**src/rtl/tk_pkg.sv**
```systemverilog
package tk_pkg;

  typedef struct packed {
    logic [7:0] yr;
    logic [7:0] mon;
    logic [7:0] day;
    logic [2:0] wkd;
    logic       pm;
    logic [7:0] hr;
    logic [7:0] min;
    logic [7:0] sec;
  } tk_time_t;

  localparam logic [3:0] A_SEC1  = 4'h0;
  localparam logic [3:0] A_SEC10 = 4'h1;
  localparam logic [3:0] A_MIN1  = 4'h2;
  localparam logic [3:0] A_MIN10 = 4'h3;
  localparam logic [3:0] A_HR1   = 4'h4;
  localparam logic [3:0] A_HR10  = 4'h5;
  localparam logic [3:0] A_DAY1  = 4'h6;
  localparam logic [3:0] A_DAY10 = 4'h7;
  localparam logic [3:0] A_MON1  = 4'h8;
  localparam logic [3:0] A_MON10 = 4'h9;
  localparam logic [3:0] A_YR1   = 4'hA;
  localparam logic [3:0] A_YR10  = 4'hB;
  localparam logic [3:0] A_WKD   = 4'hC;
  localparam logic [3:0] A_CTLD  = 4'hD;
  localparam logic [3:0] A_CTLF  = 4'hF;

  localparam int CD_ADJ  = 3;
  localparam int CD_BUSY = 1;
  localparam int CD_HOLD = 0;
  localparam int CF_24H  = 2;
  localparam int CF_STOP = 1;
  localparam int CF_CLR  = 0;

  localparam logic [2:0] WKD_LAST = 3'd6;

  // BCD increment of a digit pair (no wrap; caller handles the limit)
  function automatic logic [7:0] bcd_next(input logic [7:0] v);
    logic [7:0] r;
    if (v[3:0] == 4'd9) r = {v[7:4] + 4'd1, 4'd0};
    else                r = {v[7:4], v[3:0] + 4'd1};
    return r;
  endfunction

  // Binary value of a BCD digit pair
  function automatic logic [6:0] bcd_val(input logic [7:0] v);
    return ({3'b000, v[7:4]} * 7'd10) + {3'b000, v[3:0]};
  endfunction

  function automatic logic is_leap(input logic [7:0] yr_bcd);
    logic [6:0] b;
    b = bcd_val(yr_bcd);
    return (b[1:0] == 2'b00);
  endfunction

  // Last day of the month, BCD
  function automatic logic [7:0] month_end(input logic [7:0] mon_bcd,
                                           input logic [7:0] yr_bcd);
    logic [7:0] r;
    case (mon_bcd)
      8'h02:                     r = is_leap(yr_bcd) ? 8'h29 : 8'h28;
      8'h04, 8'h06, 8'h09, 8'h11: r = 8'h30;
      default:                   r = 8'h31;
    endcase
    return r;
  endfunction

endpackage

```
**src/rtl/tk_tick_gate.sv**
```systemverilog
module tk_tick_gate (
  input  logic clk,
  input  logic rst_n,
  input  logic tick,
  input  logic hold,
  input  logic halt,
  input  logic clr,
  input  logic bus_wr,
  output logic advance,
  output logic pending
);
  logic tick_ok;
  logic want;
  logic pend_q;
  logic pend_d;

  assign tick_ok = tick & ~halt & ~clr;
  assign want    = tick_ok | pend_q;
  assign advance = want & ~hold & ~halt & ~clr & ~bus_wr;

  always_comb begin
    if (advance) pend_d = pend_q & tick_ok;
    else         pend_d = want;
  end

  always_ff @(posedge clk) begin
    if (!rst_n) pend_q <= 1'b0;
    else        pend_q <= pend_d;
  end

  assign pending = pend_q;
endmodule

```
**src/rtl/tk_chain.sv**
```systemverilog
module tk_chain
  import tk_pkg::*;
(
  input  tk_time_t cur,
  input  logic     mode24,
  input  logic     step_sec,
  input  logic     adj,
  output tk_time_t nxt,
  output logic     ev_min,
  output logic     ev_hr,
  output logic     ev_day,
  output logic     ev_mon,
  output logic     ev_yr
);
  always_comb begin
    nxt    = cur;
    ev_min = 1'b0;
    ev_hr  = 1'b0;
    ev_day = 1'b0;
    ev_mon = 1'b0;
    ev_yr  = 1'b0;

    // seconds
    if (adj) begin
      nxt.sec = 8'h00;
      ev_min  = (cur.sec >= 8'h30);
    end else if (step_sec) begin
      if (cur.sec == 8'h59) begin
        nxt.sec = 8'h00;
        ev_min  = 1'b1;
      end else begin
        nxt.sec = bcd_next(cur.sec);
      end
    end

    // minutes
    if (ev_min) begin
      if (cur.min == 8'h59) begin
        nxt.min = 8'h00;
        ev_hr   = 1'b1;
      end else begin
        nxt.min = bcd_next(cur.min);
      end
    end

    // hours
    if (ev_hr) begin
      if (mode24) begin
        nxt.pm = 1'b0;
        if (cur.hr == 8'h23) begin
          nxt.hr = 8'h00;
          ev_day = 1'b1;
        end else begin
          nxt.hr = bcd_next(cur.hr);
        end
      end else begin
        if (cur.hr == 8'h11) begin
          nxt.hr = 8'h12;
          nxt.pm = ~cur.pm;
          ev_day = cur.pm;
        end else if (cur.hr == 8'h12) begin
          nxt.hr = 8'h01;
        end else begin
          nxt.hr = bcd_next(cur.hr);
        end
      end
    end

    // day and weekday
    if (ev_day) begin
      nxt.wkd = (cur.wkd == WKD_LAST) ? 3'd0 : cur.wkd + 3'd1;
      if (cur.day == month_end(cur.mon, cur.yr)) begin
        nxt.day = 8'h01;
        ev_mon  = 1'b1;
      end else begin
        nxt.day = bcd_next(cur.day);
      end
    end

    // month
    if (ev_mon) begin
      if (cur.mon == 8'h12) begin
        nxt.mon = 8'h01;
        ev_yr   = 1'b1;
      end else begin
        nxt.mon = bcd_next(cur.mon);
      end
    end

    // year
    if (ev_yr) begin
      nxt.yr = (cur.yr == 8'h99) ? 8'h00 : bcd_next(cur.yr);
    end
  end
endmodule

```
**src/rtl/tk_readmux.sv**
```systemverilog
module tk_readmux
  import tk_pkg::*;
#(
  parameter int ADDR_W = 4,
  parameter int DATA_W = 4
) (
  input  tk_time_t            t,
  input  logic                mode24,
  input  logic                halt,
  input  logic                clr,
  input  logic                hold,
  input  logic                busy,
  input  logic [ADDR_W-1:0]   addr,
  output logic [DATA_W-1:0]   data
);
  logic [3:0] v;

  always_comb begin
    v = 4'h0;
    case (addr)
      A_SEC1:  v = t.sec[3:0];
      A_SEC10: v = {1'b0, t.sec[6:4]};
      A_MIN1:  v = t.min[3:0];
      A_MIN10: v = {1'b0, t.min[6:4]};
      A_HR1:   v = t.hr[3:0];
      A_HR10:  v = {1'b0, t.pm & ~mode24, t.hr[5:4]};
      A_DAY1:  v = t.day[3:0];
      A_DAY10: v = {2'b00, t.day[5:4]};
      A_MON1:  v = t.mon[3:0];
      A_MON10: v = {3'b000, t.mon[4]};
      A_YR1:   v = t.yr[3:0];
      A_YR10:  v = t.yr[7:4];
      A_WKD:   v = {1'b0, t.wkd};
      A_CTLD: begin
        v          = 4'h0;
        v[CD_BUSY] = busy;
        v[CD_HOLD] = hold;
      end
      A_CTLF: begin
        v          = 4'h0;
        v[CF_24H]  = mode24;
        v[CF_STOP] = halt;
        v[CF_CLR]  = clr;
      end
      default: v = 4'h0;
    endcase
  end

  generate
    if (DATA_W > 4) begin : g_wide
      assign data = {{(DATA_W-4){1'b0}}, v};
    end else begin : g_narrow
      assign data = v[DATA_W-1:0];
    end
  endgenerate
endmodule

```
**src/rtl/tk_timekeeper.sv**
```systemverilog
module tk_timekeeper
  import tk_pkg::*;
#(
  parameter int ADDR_W = 4,
  parameter int DATA_W = 4
) (
  input  logic              clk,
  input  logic              rst_n,
  input  logic              tick_1hz,
  input  logic              wr_en,
  input  logic [ADDR_W-1:0] wr_addr,
  input  logic [DATA_W-1:0] wr_data,
  input  logic [ADDR_W-1:0] rd_addr,
  output logic [DATA_W-1:0] rd_data
);
  localparam tk_time_t RESET_TIME = '{yr: 8'h00, mon: 8'h01, day: 8'h01,
                                      wkd: 3'd0, pm: 1'b0, hr: 8'h00,
                                      min: 8'h00, sec: 8'h00};

  tk_time_t   time_q;
  tk_time_t   chain_nxt;
  logic       mode24_q, halt_q, clr_q, hold_q;
  logic       advance, pending;
  logic       adj_cmd;
  logic       ev_min, ev_hr, ev_day, ev_mon, ev_yr;
  logic [3:0] wd;

  assign wd      = wr_data[3:0];
  assign adj_cmd = wr_en && (wr_addr == A_CTLD) && wd[CD_ADJ];

  tk_tick_gate u_gate (
    .clk    (clk),
    .rst_n  (rst_n),
    .tick   (tick_1hz),
    .hold   (hold_q),
    .halt   (halt_q),
    .clr    (clr_q),
    .bus_wr (wr_en),
    .advance(advance),
    .pending(pending)
  );

  tk_chain u_chain (
    .cur     (time_q),
    .mode24  (mode24_q),
    .step_sec(advance),
    .adj     (adj_cmd),
    .nxt     (chain_nxt),
    .ev_min  (ev_min),
    .ev_hr   (ev_hr),
    .ev_day  (ev_day),
    .ev_mon  (ev_mon),
    .ev_yr   (ev_yr)
  );

  tk_readmux #(.ADDR_W(ADDR_W), .DATA_W(DATA_W)) u_rd (
    .t     (time_q),
    .mode24(mode24_q),
    .halt  (halt_q),
    .clr   (clr_q),
    .hold  (hold_q),
    .busy  (pending),
    .addr  (rd_addr),
    .data  (rd_data)
  );

  always_ff @(posedge clk) begin
    if (!rst_n) begin
      time_q   <= RESET_TIME;
      mode24_q <= 1'b1;
      halt_q   <= 1'b0;
      clr_q    <= 1'b0;
      hold_q   <= 1'b0;
    end else begin
      if (wr_en) begin
        case (wr_addr)
          A_SEC1:  time_q.sec[3:0] <= wd;
          A_SEC10: time_q.sec[7:4] <= {1'b0, wd[2:0]};
          A_MIN1:  time_q.min[3:0] <= wd;
          A_MIN10: time_q.min[7:4] <= {1'b0, wd[2:0]};
          A_HR1:   time_q.hr[3:0]  <= wd;
          A_HR10: begin
            time_q.hr[7:4] <= {2'b00, wd[1:0]};
            time_q.pm      <= wd[2] & ~mode24_q;
          end
          A_DAY1:  time_q.day[3:0] <= wd;
          A_DAY10: time_q.day[7:4] <= {2'b00, wd[1:0]};
          A_MON1:  time_q.mon[3:0] <= wd;
          A_MON10: time_q.mon[7:4] <= {3'b000, wd[0]};
          A_YR1:   time_q.yr[3:0]  <= wd;
          A_YR10:  time_q.yr[7:4]  <= wd;
          A_WKD:   time_q.wkd      <= wd[2:0];
          A_CTLD: begin
            hold_q <= wd[CD_HOLD];
            if (adj_cmd) time_q <= chain_nxt;
          end
          A_CTLF: begin
            mode24_q <= wd[CF_24H];
            halt_q   <= wd[CF_STOP];
            clr_q    <= wd[CF_CLR];
          end
          default: ;
        endcase
      end else if (advance) begin
        time_q <= chain_nxt;
      end
      if (clr_q) time_q.sec <= 8'h00;
    end
  end
endmodule

```
**config.mk**
```make
export PLATFORM = sky130hd
export DESIGN_NAME = tk_timekeeper
export DESIGN_NICKNAME = d
export VERILOG_FILES = /design/src/rtl/tk_pkg.sv /design/src/rtl/tk_tick_gate.sv /design/src/rtl/tk_chain.sv /design/src/rtl/tk_readmux.sv /design/src/rtl/tk_timekeeper.sv
export SDC_FILE = /design/constraint.sdc
export NUM_CORES = 1
export LEC_CHECK = 0
export BUFFER_PORTS_ARGS = -buffer_cell sky130_fd_sc_hd__buf_2
export CAP_MARGIN = 20
export CELL_PAD_IN_SITES_DETAIL_PLACEMENT = 0
export CELL_PAD_IN_SITES_GLOBAL_PLACEMENT = 1
export CORE_ASPECT_RATIO = 1.1
export CORE_MARGIN = 4
export CORE_UTILIZATION = 24
export CTS_CLUSTER_DIAMETER = 30
export DETAILED_ROUTE_END_ITERATION = 12
export GPL_ROUTABILITY_DRIVEN = 0
export PLACE_DENSITY_LB_ADDON = 0.1
export SETUP_SLACK_MARGIN = 0.15
export SYNTH_ARGS = -nofsm -noshare
export SYNTH_HDL_FRONTEND = slang
export SYNTH_HIERARCHICAL = 1
export SYNTH_SLANG_ARGS = --single-unit
```
**constraint.sdc**
```tcl
create_clock -name clk -period 6.2 [get_ports clk]
set_input_delay 1.24 -clock clk [delete_from_list [all_inputs] [get_ports clk]]
set_output_delay 1.24 -clock clk [all_outputs]
set_load 0.1 [all_outputs]
```
==> Yosys cells after proc, flatten, opt, wreduce, memory -nomap -nowiden <==
Cells that the tools add are included.
{ "word_totals": {"reg_bits": 57, "inputBits": 16, "output_inout_bits": 4} }
{ "classes": {"add_sub_neg": 14, "mul": 1, "magnitude_cmp": 1, "n_eq_ne": 62, "mux": 57, "bitwise": 17, "reduce_logical": 23} }
{ "ops": {"columns": ["operator", "count"], "rows": [
  ["52-bit two-way mux", 3],
  ["8-bit two-way mux", 19],
  ["4-bit case mux with 2 select lines", 11],
  ["4-bit == test (second input constant)", 20],
  ["4-bit case mux with 15 select lines", 1],
  ["4-bit by 1-bit adder with 4-bit output (second input constant)", 12],
  ["3-bit by 1-bit != test with 1-bit output (second input constant)", 13],
  ["3-bit AND reduction", 13],
  ["4-bit by 3-bit == test with 1-bit output (second input constant)", 8],
  ["8-bit by 5-bit == test with 1-bit output (second input constant)", 4],
  ["9-bit two-way mux", 2],
  ["4-bit by 2-bit == test with 1-bit output (second input constant)", 4],
  ["8-bit by 3-bit == test with 1-bit output (second input constant)", 2],
  ["8-bit by 7-bit == test with 1-bit output (second input constant)", 2],
  ["1-bit two-way mux", 16],
  ["8-bit case mux with 2 select lines", 1],
  ["11-bit two-way mux", 1],
  ["5-bit case mux with 2 select lines", 1],
  ["1-bit bitwise AND", 9],
  ["4-bit by 1-bit == test with 1-bit output (second input constant)", 2],
  ["8-bit by 2-bit == test with 1-bit output (second input constant)", 1],
  ["8-bit by 4-bit == test with 1-bit output (second input constant)", 1],
  ["8-bit by 6-bit == test with 1-bit output (second input constant)", 1],
  ["8-bit == test", 1],
  ["other kinds (18)", 27]
]} }

==> Logic depth before layout (Yosys ltp) <==
{ "logic_depth": {"depth_word": 21, "ltp_mapped": 18, "depth_no_buf": 14} }

==> Hierarchy <==
The synthesis kept the hierarchy.
{ "modules_own_cells": {"columns": ["module", "n_inst", "cells_each", "area_each_um2", "seq_area_each_um2"], "rows": [
  ["tk_timekeeper", 1, 300, 2721.4, 1121.1],
  ["tk_chain", 1, 276, 1818.0, 0.0],
  ["tk_readmux", 1, 70, 501.7, 0.0],
  ["tk_tick_gate", 1, 9, 66.3, 20.0]
]} }

==> Least setup slack after synthesis <==
Ideal clock, no wire load.
{ "synth_timing": {"kind": "input port to output port", "start": "input rd_addr[3]", "end": "output rd_data[0]", "arrival_time_ps": 4081, "required_ps": 4960, "slack_ps": 879, "path_stages": 6, "cell_sequence": "buf_6 nor2b_1 buf_2 a22oi_1 a21o_1 o31ai_1"} }
{ "synth_between": {"elab_chain_len": 2, "elab_cells_between_ends": 16, "cone_classes": "eq/ne: 14; mux: 1; reduce/logical: 1"} }
{ "synth_rtl": {"columns": ["item", "line", "rtl"], "rows": [
  ["start: declaration", "tk_timekeeper.sv:13", "input logic [ADDR_W-1:0] rd_addr,"],
  ["4-bit == test (tied with other cells)", "tk_readmux.sv:20", "case (addr)"],
  ["4-bit case mux with 15 select lines (*)", "tk_readmux.sv:20", null],
  ["end: declaration", "tk_timekeeper.sv:14", "output logic [DATA_W-1:0] rd_data"]
]} }
Every way passes the cells marked *; elsewhere a longest branch is shown, timed or not.

==> results.sh <==
export IMPL_status="complete, no violations"
export IMPL_route_detailed_drc=0
export IMPL_ys_ff_latch=57
export IMPL_fin_cells=929
export IMPL_synth_edff_count=0
export IMPL_cts_setup_buffers=0
export IMPL_rows=55
export IMPL_power_density_nw_per_um2=218.8
export IMPL_fin_area_um2=5600
export IMPL_synth_area_um2=5107
export IMPL_worstSetupStartpoint="wr_en"
export IMPL_arrival_ns=5.44
export IMPL_rr_endpoint="time_q[51]$_SDFFE_PN0P_"
export IMPL_ioPinCount=20
export IMPL_dp_slack_ns=0.6050
export IMPL_yosys_top_cells_count="a21oi_1, dfxtp_1, nor2_1"
export IMPL_max_freq_ghz=0.1922
export IMPL_cts_hold_buf=0
export IMPL_grt_start_max_net_pins=47
export IMPL_ant_nets=0
export IMPL_dr_total_vias=4993
export IMPL_path_buf_inv=5
export IMPL_synth_largest_area_cell="dfxtp_1"
export IMPL_finalWorstSetupSlack_ns=0.9966
export IMPL_drt_iter0_markers=273
export IMPL_clk_pin_slew_worst_paths_ns=0.06
export IMPL_syn_num_nets=694
export IMPL_diodes=0
export IMPL_drive_gt1_share_pct=12.11
export IMPL_worstSetupPathDepth=16
export IMPL_fin_setup_tns_ns=0
export IMPL_worst_hold_slack_ns=0.5163
export IMPL_maxCapViolCount=0
export IMPL_cts_buffers=9
export IMPL_regToRegStartpoint="hold_q$_SDFFE_PN0N_"
export IMPL_path_delay_family="compound AO/OA/AOI/OAI gates"
export IMPL_area_delta_synth_final_pct=9.652
export IMPL_track_usage_pct=15.77
export IMPL_maxSlewHeadroom_pct=31.98
export IMPL_final_nets=678
export IMPL_period_needed_ns=5.203
export IMPL_hp_class="reg2reg"
export IMPL_synth_most_common_cell="a21oi_1"
export IMPL_place_port_buffers=19
export IMPL_yosysTopAreaCellShare_pct=22.34
export IMPL_seq_area_um2=1141
export IMPL_yosys_warnings=6
export IMPL_cts_root_buf="clkbuf_16"
export IMPL_p_leak_nw=1.992
export IMPL_tightestPinTransition_ns=1.020
export IMPL_rsz0062_at_grt="no"
export IMPL_ff2ff_path_depth=15
export IMPL_nFillCells=2342
export IMPL_viasPerCell=5.375
export IMPL_drt_pass1_iter_count=5
export IMPL_avgSynthCellArea_um2=7.798
export IMPL_ir_worst_vdd_uv=131.1
export IMPL_cts_tree="done"
export IMPL_fin_crit_sh_pct=83.93
export IMPL_dp_cells=912
export IMPL_critPathLaunchType="primary input"
export IMPL_crit_required_ns=6.44
export IMPL_synthTopCellsByArea="dfxtp_1, a21oi_1, ha_1"
export IMPL_crit_type="in2reg"
export IMPL_cts_htree_levels=3
export IMPL_hold_viol=0
export IMPL_grt_overflow=0
export IMPL_hpwl_mm=12.92
export IMPL_wirelength_mm=18.41
export IMPL_detail_route_wl_per_cell_um=19.82
export IMPL_grt_pass1_wl_mm=29.30
export IMPL_cts_resized=0
export IMPL_ys_flop_type="dfxtp_1"
export IMPL_dieArea_um2=23680
export IMPL_yosysSeqAreaShare_pct=22.34
export IMPL_synth_distinct_cells=88
export IMPL_die_y_um=161
export IMPL_placed_cell_area_um2=5298
export IMPL_rrSetupSlack_ns=1.91
export IMPL_clockBufferDepth=2
export IMPL_finClkSkew_ns=0.006757
export IMPL_synthCells=655
export IMPL_ys_async_sr_fraction_pct=0
export IMPL_crit_chain="buf_2, or2_1, nor3_2, o21a_1, buf_4, nand4b_4, o31a_1, clkinv_1, nand3_1, clkinv_1, o2111ai_2, inv_2, nand3_1, o31ai_1, a21oi_1, a311oi_1"
export IMPL_core_area_um2=20780
export IMPL_cts_sinks=57
export IMPL_multi_input_comb_area_um2=3581
export IMPL_antenna_found_initial=2
export IMPL_grt_pass1_vias=4905
export IMPL_crit_path_top_delay_cell="o2111ai_2"
export IMPL_initial_utilization_pct=24.58
export IMPL_endpoint="time_q[51]$_SDFFE_PN0P_"
export IMPL_crit_fanout=27
export IMPL_maxSlewViolCount=0
export IMPL_die_w_um=147.1
export IMPL_clk_latency_ns=0.34
export IMPL_slowest_delay_ns=0.43
export IMPL_endpoint_kind="register"
export IMPL_finalSetupViolCount=0
## where the power goes
part / total, mW / internal (mW) / leakage (nW) / switching [mW]
logic: 0.291 / 0.108 / 1.38 / 0.183
registers: 0.453 / 0.393 / 0.468 / 0.0591
clock network: 0.482 / 0.291 / 0.139 / 0.192
## layout by cell type (no fill, tap or decap), drive strengths merged, types with 4 or more instances in the layout
cell | synthesis | layout
a2111oi | 9 | 9
a211oi | 8 | 8
a21o | 7 | 7
a21oi | 93 | 93
a22oi | 6 | 6
a311oi | 27 | 27
a31oi | 6 | 6
and3 | 8 | 8
and3b | 4 | 4
buf | 39 | 24
clkbuf | 12 | 13
clkinv | 2 | 5
dfxtp | 57 | 57
ha | 23 | 23
inv | 23 | 23
mux2 | 5 | 5
mux2i | 10 | 10
nand2 | 40 | 40
nand2b | 19 | 19
nand3 | 34 | 34
nand4 | 5 | 5
nand4b | 9 | 9
nor2 | 42 | 42
nor2b | 6 | 6
nor3 | 22 | 22
nor3b | 5 | 5
nor4 | 5 | 5
o211ai | 9 | 9
o21ai | 39 | 39
o31ai | 9 | 9
xnor2 | 7 | 7
xor2 | 7 | 7
## per-stage QoR
| step | power, mW | util, % |
|---|---|---|
| 3_3_place_gp | 0.7479 | 25.49 |
| 3_5_place_dp | 0.7487 | 25.49 |
| 6_report | 1.225 | 26.95 |
| 2_1_floorplan | 0.6681 | - |
| 5_1_grt | 1.293 | 26.95 |
| 4_1_cts | 1.242 | 26.82 |
## flip-flops by register name, summed over array words and instances, names as in the netlist
signal	cells
u_gate/pending	1
halt_q	1
hold_q	1
mode24_q	1
time_q	52
clr_q	1
## how the worst min path moves through the flow
stage / startpoint / end / slack, ns / depth (start not counted)
3_5_place_dp: u_gate/pending$_SDFF_PN0_ / u_gate/pending$_SDFF_PN0_ / 0.50 / 2
3_3_place_gp: u_gate/pending$_SDFF_PN0_ / u_gate/pending$_SDFF_PN0_ / 0.48 / 2
2_1_floorplan: hold_q$_SDFFE_PN0N_ / hold_q$_SDFFE_PN0N_ / 0.46 / 2
6_report: u_gate/pending$_SDFF_PN0_ / u_gate/pending$_SDFF_PN0_ / 0.52 / 2
5_1_grt: hold_q$_SDFFE_PN0N_ / hold_q$_SDFFE_PN0N_ / 0.54 / 2
4_1_cts: u_gate/pending$_SDFF_PN0_ / u_gate/pending$_SDFF_PN0_ / 0.52 / 2
## area by class of cell
type	instances	share of cell area, %
sequential	57	20.38
clock buffer	13	4.647
clock inverter	3	0.2681
inverter	25	1.676
timing repair buffer	24	2.726
multi-input combinational	522	63.94
tap	285	6.367
## routing by layer
layer	GRT usage, %	wire length, µm
met5	0	0
met2	25.54	8492
met4	5.042	318
met1	21.83	9101
met3	1.992	501
## cells by family (layout without fill, tap and decap cells)
group	after synthesis	in the layout	synth area share [%]
XOR/XNOR	14	14	2.401
multiplexers	16	16	3.503
flip-flops	57	57	22.34
AO/OA/AOI/OAI	250	250	34.22
buffers and inverters	76	65	7.692
AND/OR/NAND/NOR	219	219	24.20
adder cells (fa/ha/maj)	23	23	5.635
## worst min-delay path, cell delays in order (launching register included)
cell	delay, ns
dfxtp_1	0.33
nand2_1	0.07
o22ai_1	0.07
No activity file was read; power rests on OpenSTA's default activity.
